**src/rtl/sc_pkg.sv**
```systemverilog
package sc_pkg;
   typedef enum logic [1:0] {
      RM_IDLE    = 2'd0,
      RM_BYTE    = 2'd1,
      RM_BYTE_PB = 2'd2
   } rmode_t;

   localparam int CTRL_W = 6;

   localparam logic [CTRL_W-1:0] C_READ8  = 6'h0E;
   localparam logic [CTRL_W-1:0] C_READ9  = 6'h0C;
   localparam logic [CTRL_W-1:0] C_WE     = 6'h33;
   localparam logic [CTRL_W-1:0] C_WE_PB  = 6'h31;
   localparam logic [CTRL_W-1:0] C_PB_CMP = 6'h30;
   localparam logic [CTRL_W-1:0] C_ERRCNT = 6'h32;
   localparam logic [CTRL_W-1:0] C_VERIFY = 6'h0D;

   typedef enum logic [2:0] {
      OP_WE     = 3'd0,
      OP_WE_PB  = 3'd1,
      OP_PB_CMP = 3'd2,
      OP_ERRCNT = 3'd3,
      OP_VERIFY = 3'd4
   } req_op_t;
endpackage

```
**src/rtl/sc_edge.sv**
```systemverilog
module sc_edge #(
   parameter int   STAGES = 2,
   parameter logic INIT   = 1'b0
) (
   input  logic clk,
   input  logic rst_n,
   input  logic d,
   output logic lvl,
   output logic rise,
   output logic fall
);
   logic [STAGES-1:0] chain;
   logic              prev;

   generate
      if (STAGES < 1) begin : g_bad
         $error("sc_edge: STAGES must be at least 1");
      end
      if (STAGES == 1) begin : g_one
         always_ff @(posedge clk or negedge rst_n)
            if (!rst_n) chain <= INIT;
            else        chain <= d;
      end else begin : g_many
         always_ff @(posedge clk or negedge rst_n)
            if (!rst_n) chain <= {STAGES{INIT}};
            else        chain <= {chain[STAGES-2:0], d};
      end
   endgenerate

   assign lvl = chain[STAGES-1];

   always_ff @(posedge clk or negedge rst_n)
      if (!rst_n) prev <= INIT;
      else        prev <= lvl;

   assign rise = lvl & ~prev;
   assign fall = ~lvl & prev;
endmodule

```
**src/rtl/sc_cmd.sv**
```systemverilog
module sc_cmd #(
   parameter int ADDR_W = 10,
   parameter int DATA_W = 8
) (
   input  logic              clk,
   input  logic              rst_n,
   input  logic              ctl_lvl,
   input  logic              ctl_rise,
   input  logic              ctl_fall,
   input  logic              sclk_rise,
   input  logic              io_bit,
   output logic              atr,
   output logic              cmd_valid,
   output logic [5:0]        cmd_ctrl,
   output logic [ADDR_W-1:0] cmd_addr,
   output logic [DATA_W-1:0] cmd_data
);
   localparam int CTRL_W = sc_pkg::CTRL_W;
   localparam int HI_W   = ADDR_W - DATA_W;
   localparam int CMD_W  = 3 * DATA_W;
   localparam int CNT_W  = $clog2(CMD_W + 2);
   localparam logic [CNT_W-1:0] CNT_MAX = CNT_W'(CMD_W + 1);

   generate
      if (CTRL_W + HI_W != DATA_W) begin : g_bad
         $error("sc_cmd: control bits plus high address bits must fill one byte");
      end
   endgenerate

   logic [CMD_W-1:0] sr;
   logic [CNT_W-1:0] cnt;

   always_ff @(posedge clk or negedge rst_n) begin
      if (!rst_n) begin
         sr  <= '0;
         cnt <= '0;
      end else if (ctl_rise) begin
         cnt <= '0;
      end else if (ctl_lvl && sclk_rise) begin
         sr <= {io_bit, sr[CMD_W-1:1]};
         if (cnt != CNT_MAX) cnt <= cnt + 1'b1;
      end
   end

   assign atr       = ctl_fall && (cnt == CNT_W'(1));
   assign cmd_valid = ctl_fall && (cnt == CNT_W'(CMD_W));
   assign cmd_ctrl  = sr[CTRL_W-1:0];
   assign cmd_addr  = {sr[DATA_W-1:CTRL_W], sr[2*DATA_W-1:DATA_W]};
   assign cmd_data  = sr[CMD_W-1:2*DATA_W];

   assert_count_cleared_R4: assert property (@(posedge clk) disable iff (!rst_n)
      ctl_rise |=> (cnt == '0));
   assert_count_bounded_R4: assert property (@(posedge clk) disable iff (!rst_n)
      cnt <= CNT_MAX);
endmodule

```
**src/rtl/sc_rdpath.sv**
```systemverilog
module sc_rdpath #(
   parameter int ADDR_W = 10,
   parameter int DATA_W = 8
) (
   input  logic              clk,
   input  logic              rst_n,
   input  logic              ctl_lvl,
   input  logic              ctl_rise,
   input  logic              sclk_fall,
   input  logic              atr,
   input  logic              cmd_valid,
   input  logic [5:0]        cmd_ctrl,
   input  logic [ADDR_W-1:0] cmd_addr,
   input  logic [DATA_W-1:0] mem_data,
   input  logic              mem_prot,
   output logic [ADDR_W-1:0] addr,
   output logic              io_pull_low,
   output logic              unlocked
);
   import sc_pkg::*;

   localparam int BIDX_W = $clog2(DATA_W + 1);
   localparam int SEL_W  = $clog2(DATA_W);
   localparam logic [BIDX_W-1:0] LAST_D  = BIDX_W'(DATA_W - 1);
   localparam logic [BIDX_W-1:0] LAST_PB = BIDX_W'(DATA_W);

   rmode_t            mode;
   logic [BIDX_W-1:0] bidx;
   logic              cur_bit;
   logic              step;
   logic              byte_end;

   assign step     = sclk_fall && !ctl_lvl && (mode != RM_IDLE);
   assign byte_end = (mode == RM_BYTE_PB) ? (bidx == LAST_PB) : (bidx == LAST_D);

   always_ff @(posedge clk or negedge rst_n) begin
      if (!rst_n) begin
         mode     <= RM_IDLE;
         bidx     <= '0;
         addr     <= '0;
         unlocked <= 1'b0;
      end else if (ctl_rise) begin
         mode <= RM_IDLE;
      end else if (atr) begin
         addr <= '0;
         bidx <= '0;
         mode <= RM_BYTE;
      end else if (cmd_valid) begin
         bidx <= '0;
         if (cmd_ctrl == C_READ8) begin
            addr <= cmd_addr;
            mode <= RM_BYTE;
         end else if (cmd_ctrl == C_READ9) begin
            addr <= cmd_addr;
            mode <= RM_BYTE_PB;
         end else begin
            mode <= RM_IDLE;
         end
      end else if (step) begin
         if (byte_end) begin
            bidx     <= '0;
            addr     <= addr + 1'b1;
            unlocked <= 1'b1;
         end else begin
            bidx <= bidx + 1'b1;
         end
      end
   end

   assign cur_bit     = (bidx < BIDX_W'(DATA_W)) ? mem_data[bidx[SEL_W-1:0]] : mem_prot;
   assign io_pull_low = (mode != RM_IDLE) && !ctl_lvl && !cur_bit;

   assert_abort_idles_R1: assert property (@(posedge clk) disable iff (!rst_n)
      ctl_rise |=> (mode == RM_IDLE));
   assert_atr_zero_R2: assert property (@(posedge clk) disable iff (!rst_n)
      atr |=> (addr == '0) && (bidx == '0));
   assert_byte_advance_R5: assert property (@(posedge clk) disable iff (!rst_n)
      (step && byte_end && !ctl_rise && !atr && !cmd_valid)
      |=> (addr == $past(addr) + 1'b1) && unlocked);
   assert_bidx_range_R6: assert property (@(posedge clk) disable iff (!rst_n)
      bidx <= LAST_PB);
   assert_unlock_sticky_R8: assert property (@(posedge clk) disable iff (!rst_n)
      $past(unlocked) |-> unlocked);
endmodule

```
**src/rtl/sync_card_front.sv**
```systemverilog
module sync_card_front #(
   parameter int ADDR_W      = 10,
   parameter int DATA_W      = 8,
   parameter int SYNC_STAGES = 2
) (
   input  logic              clk,
   input  logic              rst_n,
   input  logic              card_ctl,
   input  logic              card_clk,
   input  logic              io_in,
   output logic              io_pull_low,
   output logic [ADDR_W-1:0] mem_addr,
   input  logic [DATA_W-1:0] mem_data,
   input  logic              mem_prot,
   output logic              req_valid,
   output logic [2:0]        req_op,
   output logic [ADDR_W-1:0] req_addr,
   output logic [DATA_W-1:0] req_data
);
   import sc_pkg::*;

   logic ctl_lvl, ctl_rise, ctl_fall;
   logic sclk_lvl, sclk_rise, sclk_fall;
   logic io_lvl, io_rise_nc, io_fall_nc;
   logic atr, cmd_valid, unlocked;
   logic [5:0]        cmd_ctrl;
   logic [ADDR_W-1:0] cmd_addr;
   logic [DATA_W-1:0] cmd_data;
   logic              wr_hit;
   req_op_t           wr_op;

   sc_edge #(.STAGES(SYNC_STAGES), .INIT(1'b0)) u_ctl (
      .clk(clk), .rst_n(rst_n), .d(card_ctl),
      .lvl(ctl_lvl), .rise(ctl_rise), .fall(ctl_fall));
   sc_edge #(.STAGES(SYNC_STAGES), .INIT(1'b0)) u_sclk (
      .clk(clk), .rst_n(rst_n), .d(card_clk),
      .lvl(sclk_lvl), .rise(sclk_rise), .fall(sclk_fall));
   sc_edge #(.STAGES(SYNC_STAGES), .INIT(1'b1)) u_io (
      .clk(clk), .rst_n(rst_n), .d(io_in),
      .lvl(io_lvl), .rise(io_rise_nc), .fall(io_fall_nc));

   sc_cmd #(.ADDR_W(ADDR_W), .DATA_W(DATA_W)) u_cmd (
      .clk(clk), .rst_n(rst_n), .ctl_lvl(ctl_lvl), .ctl_rise(ctl_rise),
      .ctl_fall(ctl_fall), .sclk_rise(sclk_rise), .io_bit(io_lvl),
      .atr(atr), .cmd_valid(cmd_valid), .cmd_ctrl(cmd_ctrl),
      .cmd_addr(cmd_addr), .cmd_data(cmd_data));

   sc_rdpath #(.ADDR_W(ADDR_W), .DATA_W(DATA_W)) u_rd (
      .clk(clk), .rst_n(rst_n), .ctl_lvl(ctl_lvl), .ctl_rise(ctl_rise),
      .sclk_fall(sclk_fall), .atr(atr), .cmd_valid(cmd_valid),
      .cmd_ctrl(cmd_ctrl), .cmd_addr(cmd_addr), .mem_data(mem_data),
      .mem_prot(mem_prot), .addr(mem_addr), .io_pull_low(io_pull_low),
      .unlocked(unlocked));

   always_comb begin
      wr_hit = 1'b1;
      wr_op  = OP_WE;
      case (cmd_ctrl)
         C_WE:     wr_op = OP_WE;
         C_WE_PB:  wr_op = OP_WE_PB;
         C_PB_CMP: wr_op = OP_PB_CMP;
         C_ERRCNT: wr_op = OP_ERRCNT;
         C_VERIFY: wr_op = OP_VERIFY;
         default:  wr_hit = 1'b0;
      endcase
   end

   always_ff @(posedge clk or negedge rst_n) begin
      if (!rst_n) begin
         req_valid <= 1'b0;
         req_op    <= '0;
         req_addr  <= '0;
         req_data  <= '0;
      end else begin
         req_valid <= cmd_valid && wr_hit && unlocked;
         if (cmd_valid && wr_hit && unlocked) begin
            req_op   <= wr_op;
            req_addr <= cmd_addr;
            req_data <= cmd_data;
         end
      end
   end

   assert_req_after_read_R8: assert property (@(posedge clk) disable iff (!rst_n)
      req_valid |-> unlocked);
   assert_req_single_R9: assert property (@(posedge clk) disable iff (!rst_n)
      req_valid |=> !req_valid);
   assert_line_quiet_R3: assert property (@(posedge clk) disable iff (!rst_n)
      ($past(card_ctl) && card_ctl && sclk_lvl) |-> !io_pull_low);
endmodule

```
**config.mk**
```make
export PLATFORM = sky130hd
export DESIGN_NAME = sync_card_front
export DESIGN_NICKNAME = d
export VERILOG_FILES = /design/src/rtl/sc_pkg.sv /design/src/rtl/sc_edge.sv /design/src/rtl/sc_cmd.sv /design/src/rtl/sc_rdpath.sv /design/src/rtl/sync_card_front.sv
export SDC_FILE = /design/constraint.sdc
export NUM_CORES = 1
export LEC_CHECK = 0
export BUFFER_PORTS_ARGS = -buffer_cell sky130_fd_sc_hd__buf_2
export CORE_UTILIZATION = 30
export DETAILED_ROUTE_END_ITERATION = 10
export RECOVER_POWER = 25
export SYNTH_ARGS = -nofsm -noshare
export SYNTH_HDL_FRONTEND = slang
export SYNTH_HIERARCHICAL = 1
export SYNTH_SLANG_ARGS = --single-unit
```
**constraint.sdc**
```tcl
create_clock -name clk -period 5.7 [get_ports clk]
set_clock_uncertainty 0.15 [all_clocks]
set_input_delay 0 -clock clk [delete_from_list [all_inputs] [get_ports clk]]
set_output_delay 0 -clock clk [all_outputs]
set_load 0.03 [all_outputs]
```
# Yosys cells after proc, flatten, opt, wreduce, memory -nomap -nowiden
# Cells that the tools add are included.
dict set report op_classes {
  n_shift 0
  bitwise 11
  multipliers 0
  eq_ne 14
  div 0
  muxes 24
  addsub 3
  n_reduce_logical 23
  n_lt_le_gt_ge 2
}
# cell n
set op_table {}
lappend op_table {{$mux W10} 6}
lappend op_table {{$eq A6 B6 Y1 const B} 4}
lappend op_table {{$eq A6 B4 Y1 const B} 3}
lappend op_table {{$mux W4} 4}
lappend op_table {{$mux W5} 3}
lappend op_table {{$pmux W3 S4} 1}
lappend op_table {{$add A10 B1 Y10 const B} 1}
lappend op_table {{$mux W2} 5}
lappend op_table {{$logic_and A1 B1 Y1} 9}
lappend op_table {{$reduce_bool A3 Y1} 3}
lappend op_table {{$not A1 Y1} 7}
lappend op_table {{$reduce_and A2 Y1} 3}
lappend op_table {{$reduce_bool A2 Y1} 3}
lappend op_table {{$add A5 B1 Y5 const B} 1}
lappend op_table {{$eq A5 B1 Y1 const B} 1}
lappend op_table {{$eq A5 B5 Y1 const B} 1}
lappend op_table {{$ne A5 B5 Y1 const B} 1}
lappend op_table {{$reduce_and A5 Y1} 1}
lappend op_table {{$reduce_or A5 Y1} 1}
lappend op_table {{$add A4 B1 Y4 const B} 1}
lappend op_table {{$and A1 B1 Y1} 4}
lappend op_table {{$eq A4 B3 Y1 const B} 1}
lappend op_table {{$eq A4 B4 Y1 const B} 1}
lappend op_table {{$lt A3 B4 Y1 const B} 1}
lappend op_table {{other kinds (7)} 11}
dict set report word_totals {
  wordCells 92
  regBits 76
  latchBits 0
  romBits 0
  input_bits 14
  mem_bits_rw 0
  mem_count 0
  output_inout_bits 33
}

# Depth between registers and ports, before layout
dict set report depth {
  word_depth 7
  ltp_mapped 11
}

# Cells and area by module
# Netlist, hierarchy kept.
# module area_per_inst_um2 cells_each n_inst seq_area_each_um2
set modules_own_cells {}
lappend modules_own_cells {sc_cmd 1308.8 86 1 725.7}
lappend modules_own_cells {sc_rdpath 1168.6 126 1 425.4}
lappend modules_own_cells {sync_card_front 948.4 54 1 550.5}
lappend modules_own_cells {{sc_edge (u_ctl ...)} 90.1 5 2 75.1}
lappend modules_own_cells {{sc_edge (u_io)} 93.8 5 1 78.8}

# Worst setup path after synthesis
# OpenSTA, ideal clock, no wires.
dict set report synth_timing {
  path_kind {register to register}
  start {reg u_ctl.chain[1]}
  end {reg u_rd.addr[5]}
  t_arrival_ns 1.956
  stages_incl_launch_ff 10
  setup_slack_ns 3.470
  path_cell_list {dfrtp_1 -> and2b_2 -> nand2_1 -> nor2_1 -> buf_4 -> nand4b_1 -> o31ai_1 -> a32oi_2 -> buf_2 -> a211o_1}
}
dict set report synth_via {
  elab_chain_cells 5
  elab_cells_between_ends 15
}
# element line_no
set synth_lines {}
lappend synth_lines {{from (decl)} sc_edge.sv:12} ;# logic [STAGES-1:0] chain;
lappend synth_lines {{from (signal assigned)} sc_edge.sv:25} ;# if (!rst_n) chain <= {STAGES{INIT}};
lappend synth_lines {{from (signal assigned)} sc_edge.sv:26} ;# else chain <= {chain[STAGES-2:0], d};
lappend synth_lines {{$not A1 Y1 (*)} sc_edge.sv:37} ;# assign fall = ~lvl & prev;
lappend synth_lines {{$and A1 B1 Y1 (*)} sc_edge.sv:37}
lappend synth_lines {{via ctl_fall} sync_card_front.sv:22} ;# logic ctl_lvl, ctl_rise, ctl_fall;
lappend synth_lines {{$logic_and A1 B1 Y1 (*)} sc_cmd.sv:46} ;# assign cmd_valid = ctl_fall && (cnt == CNT_W'(CMD_W));
lappend synth_lines {{via cmd_valid} sync_card_front.sv:25} ;# logic atr, cmd_valid, unlocked;
lappend synth_lines {{$ne A4 B2 Y1 (no source line), or another cell as far along} --}
lappend synth_lines {{$reduce_and A4 Y1 (no source line) or $mux W10 (tied branches)} --}
lappend synth_lines {{to (signal assigned)} sc_rdpath.sv:51} ;# addr <= cmd_addr;
lappend synth_lines {{to (signal assigned)} sc_rdpath.sv:54} ;# addr <= cmd_addr;
lappend synth_lines {{to (signal assigned)} sc_rdpath.sv:62} ;# addr <= addr + 1'b1;
lappend synth_lines {{to (decl)} sc_rdpath.sv:16} ;# output logic [ADDR_W-1:0] addr,
# The timed path passes the listed nets; every way through them passes the cells marked *.
# A chain may end at the register's enable or synchronous reset.

# Worst setup path in the final report
dict set report layout_timing {
  start {reg u_ctl.chain[1]}
  end {reg u_rd.addr[5]}
}
dict set report layout_via {
  elab_chain_cells 5
  elab_cells_between_ends 15
}
# element line_no
set layout_lines {}
lappend layout_lines {{$not A1 Y1 (*)} sc_edge.sv:37}
lappend layout_lines {{$and A1 B1 Y1 (*)} sc_edge.sv:37}
lappend layout_lines {{via ctl_fall} sync_card_front.sv:22}
lappend layout_lines {{$logic_and A1 B1 Y1 (*)} sc_cmd.sv:45} ;# assign atr = ctl_fall && (cnt == CNT_W'(1));
lappend layout_lines {{via atr} sync_card_front.sv:25}
lappend layout_lines {{$ne A4 B2 Y1 (no source line) or $reduce_bool A3 Y1 (tied branches)} --}
lappend layout_lines {{$reduce_and A4 Y1 (no source line)} --}
# Marks and branches as above.

==> impl_results.md <==
* Clock Pin Slew Worst Setup and Hold Paths at 0.06 ns
* Post-CTS Resized at 0
* Net Count, Synth at 298
* Crit Path Max Fanout at 22
* Peak supply drop at 0.0001911 V
* Final hold vios at 0
* Mean number of vias per cell at 4.933
* Worst slew margin at 0.1945
* Largest net degree at the start of global routing at 77
* Final setup fails at 0
* Total CTS buffers at 9
* Clock root cell: clkbuf_16
* Area of the core at 11660 sq um
* RSZ-0062 raised after global routing: no
* DP Worst Slack at 2.577 ns
* RD Place Congestion at 0.7683
* Longest Clk Path Bufs at 2
* Critical path required time at 5.81 ns
* Post-Synthesis Cells at 278
* Worst Tran Pin Value at 1.191 ns
* Worst setup SP type: flip-flop
* Placed Cells at 458
* Status: complete, no violations
* Post-CTS Setup Inserts at 0
* Mapped Avg Cell Area at 13.16 sq um
* Full die area at 12640 sq um
* CTS tree: done
* CP arrival at 3.34 ns
* Crit path time final at 3.236 ns
* GRT overflow at 0
* Gr usage total at 0.1198
* Post-DP HPWL at 4.710 mm
* Post-Route WL at 7.136 mm
* Final Net Count at 350
* Post-route insts no fill at 478
* Die H at 112.4 um
* Global-route wire length before repair at 11.98 mm
* Port buffer count at 46
* Crit share post-route at 0.5677
* Yosys warns at 6
* Worst Setup Path Type: flip-flop to flip-flop
* DR pass1 iterations at 5
* Iter 0 DRT Violations at 135
* Setup crit end kind: flip-flop
* Worst skew pair latency at 0.32 ns
* Peak Freq at 309.0 MHz
* Die Width at 112.4 um
* Final antenna-violating net count at 0
* Ports at 47
* Setup ws final at 2.464 ns
* Share of cells above drive strength 1 at 0.2716
* DRC violation count after routing at 0
* HP Class: primary input to flip-flop
* Setup tns final at 0 ns
* # clock sinks at 76
* Antenna Cells at 0
* PD cells at 325.1 nW/um^2
* Lkg Pwr at 1.956 nW
* Max-slew violations at 0
* Antenna violations before repair at 0
* H-tree lvl count at 3
* Rows at 39
* Mapped cell area at 3659 sq um
* Starting Density at 0.3137
* Max cap viols at 0
* Wire per inst at 14.93 um
* Number of fill cells at 1102
* Layout area overhead at 17.58%
* Routed vias at 2358
* Vias in the first global route at 2430
## layout by cell type, fill, tap and decap left out, types with 4 or more instances in the layout
cell / instances
mux2_2: 8
nand2_1: 18
ha_1: 6
mux2_4: 37
nor4_1: 4
buf_2: 13
nor2_1: 14
a211o_1: 4
o21ai_1: 4
and3_1: 4
nand3_1: 12
clkbuf_1: 33
dfrtp_1: 74
clkbuf_16: 9
o21ai_0: 8
o31ai_1: 5
inv_1: 11
a21oi_1: 4
dlygate4sd3_1: 4
## state kept, by name, summed over array words and instances, names as in the netlist
name           flops
req_addr          10
u_cmd/cnt          5
u_ctl/chain        2
u_sclk/prev        1
req_valid          1
u_sclk/chain       2
u_ctl/prev         1
u_cmd/sr          24
req_op             3
u_io/chain         2
u_rd/unlocked      1
u_rd/mode          2
u_rd/addr         10
req_data           8
u_rd/bidx          4
## final timing paths
check	from	to	slack (ns)	cells after the start
hold reg to reg	u_ctl/chain[0]$_DFF_PN0_	u_ctl/chain[1]$_DFF_PN0_	0.20	0
min in group asynchronous	rst_n	u_rd/bidx[2]$_DFFE_PN0P_	0.23	2
setup reg to reg	u_ctl/chain[1]$_DFF_PN0_	u_rd/addr[5]$_DFFE_PN0P_	2.46	8
hold / removal	card_ctl	u_ctl/chain[0]$_DFF_PN0_	0.17	2
setup / recovery	u_ctl/chain[1]$_DFF_PN0_	u_rd/addr[5]$_DFFE_PN0P_	2.46	8
max in group asynchronous	rst_n	req_op[1]$_DFFE_PN0P_	4.57	2
## layout make-up
class                           count  area [sq um]  area share
Sequential cell                    76          1904      0.4427
Multi-Input combinational cell    181          1615      0.3755
Clock buffer                       11         242.7     0.05643
Timing Repair Buffer               50         232.7     0.05410
Tap cell                          143         178.9     0.04159
Clock inverter                      5         82.58     0.01920
Inverter                           12         45.04     0.01047
## what timing repair did
| item | CTS | global route |
|---|---|---|
| setup endpoints to repair | 0 | 0 |
| hold buffers | 4 | 0 |
| endpoints found under the hold margin | 77 | 0 |
## where the power goes
group          total, mW  internal (mW)  switching, mW
registers          0.630          0.582         0.0483
clock network      0.610          0.397          0.213
logic              0.158         0.0777         0.0808
## critical path, stage by stage, from the launching register on
cell and delay, ns:
dfrtp_1 0.45, and2b_2 0.24, nand2_1 0.06, nor4b_1 0.96, inv_1 0.18, o31ai_1 0.16
a32oi_2 0.31, nor4_1 0.49, a211o_1 0.16
## metrics by stage
stage	power [mW]	util	cell area, sq um	hold slack [ns]
2_1_floorplan	0.7438	-	3659	-0.4456
3_5_place_dp	0.7972	0.3410	3976	-0.04321
6_report	1.398	0.3688	4302	0.1713
3_3_place_gp	0.7931	0.3410	3976	-0.04463
5_1_grt	1.468	0.3688	4302	0.1800
4_1_cts	1.420	0.3723	4342	0.1629
## routing by layer
metal | vias up | GRT usage | part of all wire
met4 | 0 | 0.04622 | 0.011
met1 | 1165 | 0.1552 | 0.48
met2 | 63 | 0.1867 | 0.45
met3 | 6 | 0.03834 | 0.061
met5 | - | 0 | 0
li1 | 1124 | - | -
Note: power is estimated with default switching activity, not from simulation.
